### src/rtl/img_hdr_check.sv
module img_hdr_check #(
  parameter int unsigned MIN_LEN = 32'h133A4,
  parameter int unsigned MAX_LEN = 32'h7FFFF,
  localparam int LW = $clog2(MAX_LEN + 1)
) (
  input  logic          clk,
  input  logic          rst_n,
  input  logic          start,
  input  logic          in_valid,
  output logic          in_ready,
  input  logic [7:0]    in_data,
  input  logic          in_last,
  output logic          busy,
  output logic          done,
  output logic          ok,
  output logic [1:0]    err_code,
  output logic [8:0]    pay_off,
  output logic [LW-1:0] pay_len
);
  localparam logic [31:0] POLY = 32'hEDB88320;

  function automatic logic [31:0] crc_step(input logic [31:0] c, input logic [7:0] d);
    logic [31:0] r;
    r = c ^ {24'd0, d};
    for (int k = 0; k < 8; k++) r = r[0] ? ((r >> 1) ^ POLY) : (r >> 1);
    return r;
  endfunction

  logic          running;
  logic [LW-1:0] idx;
  logic [31:0]   crc_st, crc_ref, len_sh;

  logic        acc, sig_bad, len_bad, at_end, in_pay, crc_good, fin;
  logic [7:0]  sig_exp;
  logic [31:0] len_full, crc_nxt, crc_fin;
  logic [1:0]  verdict;

  assign busy     = running;
  assign in_ready = running & ~start;
  assign acc      = in_valid & in_ready;

  assign sig_exp  = (idx == 0) ? 8'h77 : (idx == 1) ? 8'h37 : 8'h6F;
  assign sig_bad  = (32'(idx) < 3) && (in_data != sig_exp);
  assign len_full = {len_sh[23:0], in_data};
  assign len_bad  = (32'(idx) == 11) &&
                    (len_full == 0 || len_full < MIN_LEN || len_full > MAX_LEN);
  assign at_end   = (32'(idx) >= 13) && (32'(idx) + 32'd1 == len_sh);
  assign in_pay   = (32'(idx) > 13) && (32'(idx) >= 32'(pay_off));
  assign crc_nxt  = crc_step(crc_st, in_data);
  assign crc_fin  = in_pay ? crc_nxt : crc_st;
  assign crc_good = (~crc_fin == crc_ref);
  assign fin      = sig_bad | len_bad | at_end | in_last;
  assign verdict  = (sig_bad | len_bad) ? 2'd1 :
                    at_end              ? (crc_good ? 2'd0 : 2'd2) :
                                          2'd3;

  always_ff @(posedge clk or negedge rst_n) begin
    if (!rst_n) begin
      running  <= 1'b0;
      idx      <= '0;
      crc_st   <= '1;
      crc_ref  <= '0;
      len_sh   <= '0;
      done     <= 1'b0;
      ok       <= 1'b0;
      err_code <= 2'd0;
      pay_off  <= '0;
      pay_len  <= '0;
    end else begin
      done <= 1'b0;
      if (start) begin
        running  <= 1'b1;
        idx      <= '0;
        crc_st   <= '1;
        crc_ref  <= '0;
        len_sh   <= '0;
        ok       <= 1'b0;
        err_code <= 2'd0;
        pay_off  <= '0;
        pay_len  <= '0;
      end else if (acc) begin
        idx <= idx + 1'b1;
        if (32'(idx) >= 4 && 32'(idx) <= 7) crc_ref <= {crc_ref[23:0], in_data};
        if (32'(idx) >= 8 && 32'(idx) <= 11) len_sh <= len_full;
        if (32'(idx) == 13) begin
          pay_off <= 9'd14 + {1'b0, in_data};
          pay_len <= LW'(len_sh - 32'd14 - {24'd0, in_data});
        end
        if (in_pay) crc_st <= crc_nxt;
        if (fin) begin
          running  <= 1'b0;
          done     <= 1'b1;
          err_code <= verdict;
          ok       <= (verdict == 2'd0);
        end
      end
    end
  end
endmodule

### config.mk
export PLATFORM = sky130hd
export DESIGN_NAME = img_hdr_check
export DESIGN_NICKNAME = d
export VERILOG_FILES = /design/src/rtl/img_hdr_check.sv
export SDC_FILE = /design/constraint.sdc
export NUM_CORES = 1
export LEC_CHECK = 0
export CAP_MARGIN = 20
export CORE_ASPECT_RATIO = 1.2
export CORE_MARGIN = 2
export CORE_UTILIZATION = 61
export DETAILED_ROUTE_END_ITERATION = 8
export HOLD_SLACK_MARGIN = 0.03
export PLACE_DENSITY = 0.8
export SYNTH_ARGS = -nofsm -noshare
export SYNTH_HDL_FRONTEND = slang
export SYNTH_SLANG_ARGS = --single-unit
export TNS_END_PERCENT = 10
### constraint.sdc
create_clock -name clk -period 6.1 [get_ports clk]
set_input_delay 1.83 -clock clk [delete_from_list [all_inputs] [get_ports clk]]
set_output_delay 1.83 -clock clk [all_outputs]
set_load 0.1 [all_outputs]
Word-level counts from Yosys, hierarchy flattened
Index checks and enable logic that the tools add are counted.
{"block": "totals", "ff_bits": 148, "input_bits": 13, "output_inout_bits": 34, "wordCells": 109}
{"block": "classes", "addsub": 5, "n_lt_le_gt_ge": 10, "n_eq_ne": 6, "muxes": 42, "n_bitwise": 16, "n_reduce_logical": 20}
{"operator": "32-bit two-way mux", "n": 17}
{"operator": "13-bit NOT with 14-bit output", "n": 8}
{"operator": "19-bit two-way mux", "n": 5}
{"operator": "19-bit by 4-bit == test with 1-bit output (second input constant)", "n": 2}
{"operator": "19-bit by 4-bit greater-or-equal comparator with 1-bit output (second input constant)", "n": 2}
{"operator": "20-bit by 32-bit == test with 1-bit output", "n": 1}
{"operator": "32-bit == test", "n": 1}
{"operator": "32-bit by 19-bit > comparator with 1-bit output (second input constant)", "n": 1}
{"operator": "32-bit zero test", "n": 1}
{"operator": "32-bit by 17-bit < comparator with 1-bit output (second input constant)", "n": 1}
{"operator": "32-bit NOT", "n": 1}
{"operator": "32-bit by 8-bit XOR with 32-bit output", "n": 1}
{"operator": "9-bit two-way mux", "n": 3}
{"operator": "19-bit by 1-bit adder with 20-bit output (second input constant)", "n": 1}
{"operator": "19-bit by 1-bit adder with 19-bit output (second input constant)", "n": 1}
{"operator": "19-bit by 1-bit == test with 1-bit output (second input constant)", "n": 1}
{"operator": "19-bit by 3-bit greater-or-equal comparator with 1-bit output (second input constant)", "n": 1}
{"operator": "19-bit by 9-bit greater-or-equal comparator with 1-bit output", "n": 1}
{"operator": "19-bit by 4-bit > comparator with 1-bit output (second input constant)", "n": 1}
{"operator": "19-bit by 3-bit less-or-equal comparator with 1-bit output (second input constant)", "n": 1}
{"operator": "19-bit by 4-bit less-or-equal comparator with 1-bit output (second input constant)", "n": 1}
{"operator": "19-bit zero test", "n": 1}
{"operator": "19-bit by 2-bit < comparator with 1-bit output (second input constant)", "n": 1}
{"operator": "19-bit by 4-bit subtractor with 19-bit output (second input constant)", "n": 1}
{"operator": "other kinds (14)", "n": 44}

Depth between registers and ports, before layout
{"block": "depth", "ltp_word": 27, "depth_mapped": 15, "ltp_nobuf": 15}

Least setup slack after synthesis
No wires, ideal clock.
{"block": "synth_path", "kind": "input port to output port", "from": "input port start", "to": "output port in_ready", "arrival_time_ns": 3.472, "setup_slack_ns": 0.798, "path_stages": 3, "n_path_buf": 2, "cell_sequence": "clkbuf_1 clkbuf_1 nor2_1"}
{"block": "synth_between", "elab_chain_len": 2}
{"element": "from (decl)", "line_no": "8", "source": "input logic start,"}
{"element": "1-bit NOT", "line_no": "39", "source": "assign in_ready = running & ~start;"}
{"element": "1-bit AND", "line_no": "39"}
{"element": "to (decl)", "line_no": "10", "source": "output logic in_ready,"}
No other way between the ends.

Worst setup path after layout
{"block": "layout_path", "from": "input port in_data[0]", "to": "register pay_len[17]"}
{"block": "layout_between", "elab_chain_len": 4}
{"element": "from (decl)", "line_no": "11", "source": "input logic [7:0] in_data,"}
{"element": "19-bit by 8-bit subtractor with 19-bit output", "line_no": "87", "source": "pay_len <= LW'(len_sh - 32'd14 - {24'd0, in_data});"}
{"element": "19-bit two-way mux", "line_no": "85", "source": "if (32'(idx) == 13) begin"}
{"element": "19-bit two-way mux", "line_no": "81", "source": "end else if (acc) begin"}
{"element": "19-bit two-way mux", "line_no": "71", "source": "if (start) begin"}
{"element": "to (signal assigned)", "line_no": "87"}
{"element": "to (decl)", "line_no": "18", "source": "output logic [LW-1:0] pay_len"}
No other way between the ends. The select of a mux whose other input is x is not followed.
A chain may end at the register's enable or synchronous reset.

==> results.py <==
metrics = {
    "synthesis": {
        "ys_ff_latch": 148,
        "synth_edf_count": 0,
        "syn-cell-area_sq_um": 9900,
        "synthTopCellsByArea": "dfrtp_1 (29%), dfstp_2 (8.5%), xnor2_1 (7.4%)",
        "syn_area_per_cell_sq_um": 8.90,
        "ys_async_sr_fraction_pct": 100,
        "yosysSeqAreaShare_pct": 37.8,
        "synth_common_cells": "nand2_1 (134), dfrtp_1 (116), xnor2_1 (84), nor2_1 (73), o21ai_0 (72)",
        "ys_warn_count": 0,
        "ys_types": 71,
        "synth_ff_type": "dfrtp_1",
        "netlist.area_leader.share_pct": 29.3,
        "synth_top_area_cell": "dfrtp_1",
        "yosysMostFrequentCell": "nand2_1",
        "syn-num-nets": 1156,
        "syn-instance-count": 1113,
    },
    "clock_tree": {
        "post_cts_buffers": 0,
        "clkTransAtPathRegs_ns": 0.07,
        "cts_resized": 0,
        "cts.sinks": 148,
        "numCtsBuffers": 17,
        "cts_tree": "yes",
        "clk_latency_ns": 0.43,
        "clock_path_buffers": 2,
        "postCtsHoldBufs": 0,
        "h-tree-depth": 4,
        "root_buffer": "clkbuf_16",
    },
    "cells_and_area": {
        "fillers": 1311,
        "drive_above_1_share_pct": 10.2,
        "diodes": 0,
        "fin_nets": 1169,
        "regArea_sq_um": 3740,
        "multiInputGateArea_sq_um": 5710,
        "area_growth_pct": 12.5,
    },
    "min_path": {
        "hp-class": "reg -> reg",
    },
    "sta": {
        "fin_ws_ns": 1.00,
        "period_minus_slack_ns": 5.10,
        "fin_crit_sh_pct": 83.6,
        "setup_tns_ns": 0,
        "rsz0062_at_grt": "false",
        "relSlewSlack_pct": 25.3,
        "maxSlewViolCount": 0,
        "hold_viol": 0,
        "finalClockSkew_ns": 0.00933,
        "worst_pin_slew_ns": 1.12,
        "fmax_mhz": 196,
        "finalSetupViolCount": 0,
    },
    "floorplanning": {
        "dieArea_sq_um": 17300,
        "die_x_um": 120,
        "die_y_um": 144,
        "io_pins": 47,
        "design.core.area_sq_um": 16100,
        "initial_utilization_pct": 61.6,
        "row_count": 51,
    },
    "outcome": {
        "run_status": "finished clean",
    },
    "placement": {
        "gp_congestion": 0.964,
        "post-place-ws_ns": 0.550,
        "numPortBuffers": 46,
        "hpwl_um": 19400,
    },
    "detailed_routing": {
        "avgRoutedWirePerCell_um": 20.2,
        "ant_nets": 0,
        "first_pass_iters": 6,
        "drt-total-wl_um": 27300,
        "vias": 8405,
        "first_iter_violations": 729,
        "drc": 0,
        "post_drt_via_cell_ratio": 6.22,
    },
    "worst_setup_path": {
        "cp-start-kind": "input pin",
        "worst_setup_path_end_kind": "register",
        "path_class": "in -> reg",
        "path_max_fanout": 8,
        "crit_arrival_ns": 5.45,
        "required_ns": 6.45,
    },
    "pwr": {
        "comb_power_share_pct": 12.6,
        "p_int_mw": 1.77,
        "p_sw_uw": 642,
        "seq_power_share_pct": 41.0,
        "ir_drop_mv": 0.196,
        "pwr-share-clk_pct": 46.4,
        "p_leak_nw": 4.69,
        "pwr_density_cell_nw_per_um2": 217,
        "swShare_pct": 26.6,
    },
    "global_routing": {
        "grt_pass1_vias": 8232,
        "grt_pass1_wl_um": 43500,
        "grt_antenna_before_repair": 0,
        "grtUsageTotal_pct": 32.7,
        "gr-total-overflow": 0,
        "grt_max_degree": 94,
    },
    "run": {
        "drv_cap": 0,
    },
}
==> cell families after synthesis <==
logic type / Yosys count / synth area share (%)
multiplexers: 14 / 1.44
XOR/XNOR: 152 / 16.0
flip-flops: 148 / 37.8
buffers and inverters: 123 / 4.83
adder cells (fa/ha/maj): 31 / 3.97
AO/OA/AOI/OAI: 225 / 14.6
AND/OR/NAND/NOR: 420 / 21.4
==> cell usage in the layout (no fill, tap or decap), drive strengths merged, types with 18 or more instances in the layout <==
master and count:
clkbuf 19, clkdlybuf4s50 43, nand3 27, nor3 37
nand3b 40, nor2 73, inv 54, ha 29
nor4 18, xnor2 96, nand2b 29, dfstp 32
dfrtp 116, buf 25, a21oi 58, o21ai 72
xor2 49, nand2 135
==> worst max-delay path, cell delays in order <==
cell and delay (ns):
clkdlybuf4s50_1 0.80, ha_1 0.23, inv_1 0.04, ha_1 0.19
fa_1 0.40, a21o_1 0.17, a21oi_1 0.20, o21bai_1 0.09
a21oi_1 0.24, o21bai_1 0.10, a21oi_1 0.27, nand2_1 0.13
or4_1 0.45, xor2_1 0.16, o21ai_0 0.15
==> layout make-up <==
cell class | count | share of cell area, %
clock buffers | 19 | 4.06
clock inverters | 13 | 1.52
inverters | 49 | 1.65
multi-input cells | 842 | 51.2
flip-flops and latches | 148 | 33.6
well taps | 212 | 2.38
repair buffers | 68 | 5.58
==> state kept, by name, summed over array words and instances (netlist names), 2 cells and up <==
name and flops:
crc_ref 32, crc_st 32, len_sh 32, idx 19
pay_len 19, pay_off 9, err_code 2
==> routing by layer <==
layer	track usage [%]	share of wire, %	vias to the layer above
met5	0	0	-
met4	18.1	5.4	0
met3	5.16	4.2	103
met2	56.5	51	287
met1	39.2	39	4118
li1	-	-	3897
==> metrics by stage <==
step	cell area, sq um	power [mW]	utilization (%)	hold slack [ns]	cells
2_1_floorplan	9900	1.22	-	0.464	1113
3_3_place_gp	10500	1.31	65.4	0.495	1319
3_5_place_dp	10500	1.31	65.4	0.499	1319
4_1_cts	11100	2.42	69.3	0.515	1351
5_1_grt	11100	2.49	69.3	0.536	1351
6_report	11100	2.42	69.3	0.515	1351
==> final timing paths <==
path                            start          end  slack, ns  cells past startpoint
hold / removal             pay_len[8]   pay_len[8]       0.51                      2
min in group asynchronous       rst_n  crc_ref[22]       1.40                      1
max in group asynchronous       rst_n    crc_st[7]       3.64                      2
hold reg to reg            pay_len[8]   pay_len[8]       0.51                      2
setup / recovery           in_data[0]  pay_len[17]        1.0                     15
setup reg to reg               idx[7]  err_code[1]       1.90                     11
==> power groups by stage <==
stage,registers (mW),clock network [mW],logic [mW]
6_report,0.991,1.12,0.305
3_5_place_dp,1.01,0,0.300
3_3_place_gp,1.01,0,0.299
5_1_grt,0.991,1.17,0.328
2_1_floorplan,1.02,0,0.198
4_1_cts,0.991,1.13,0.303
Note: power is estimated with default switching activity, not from simulation.
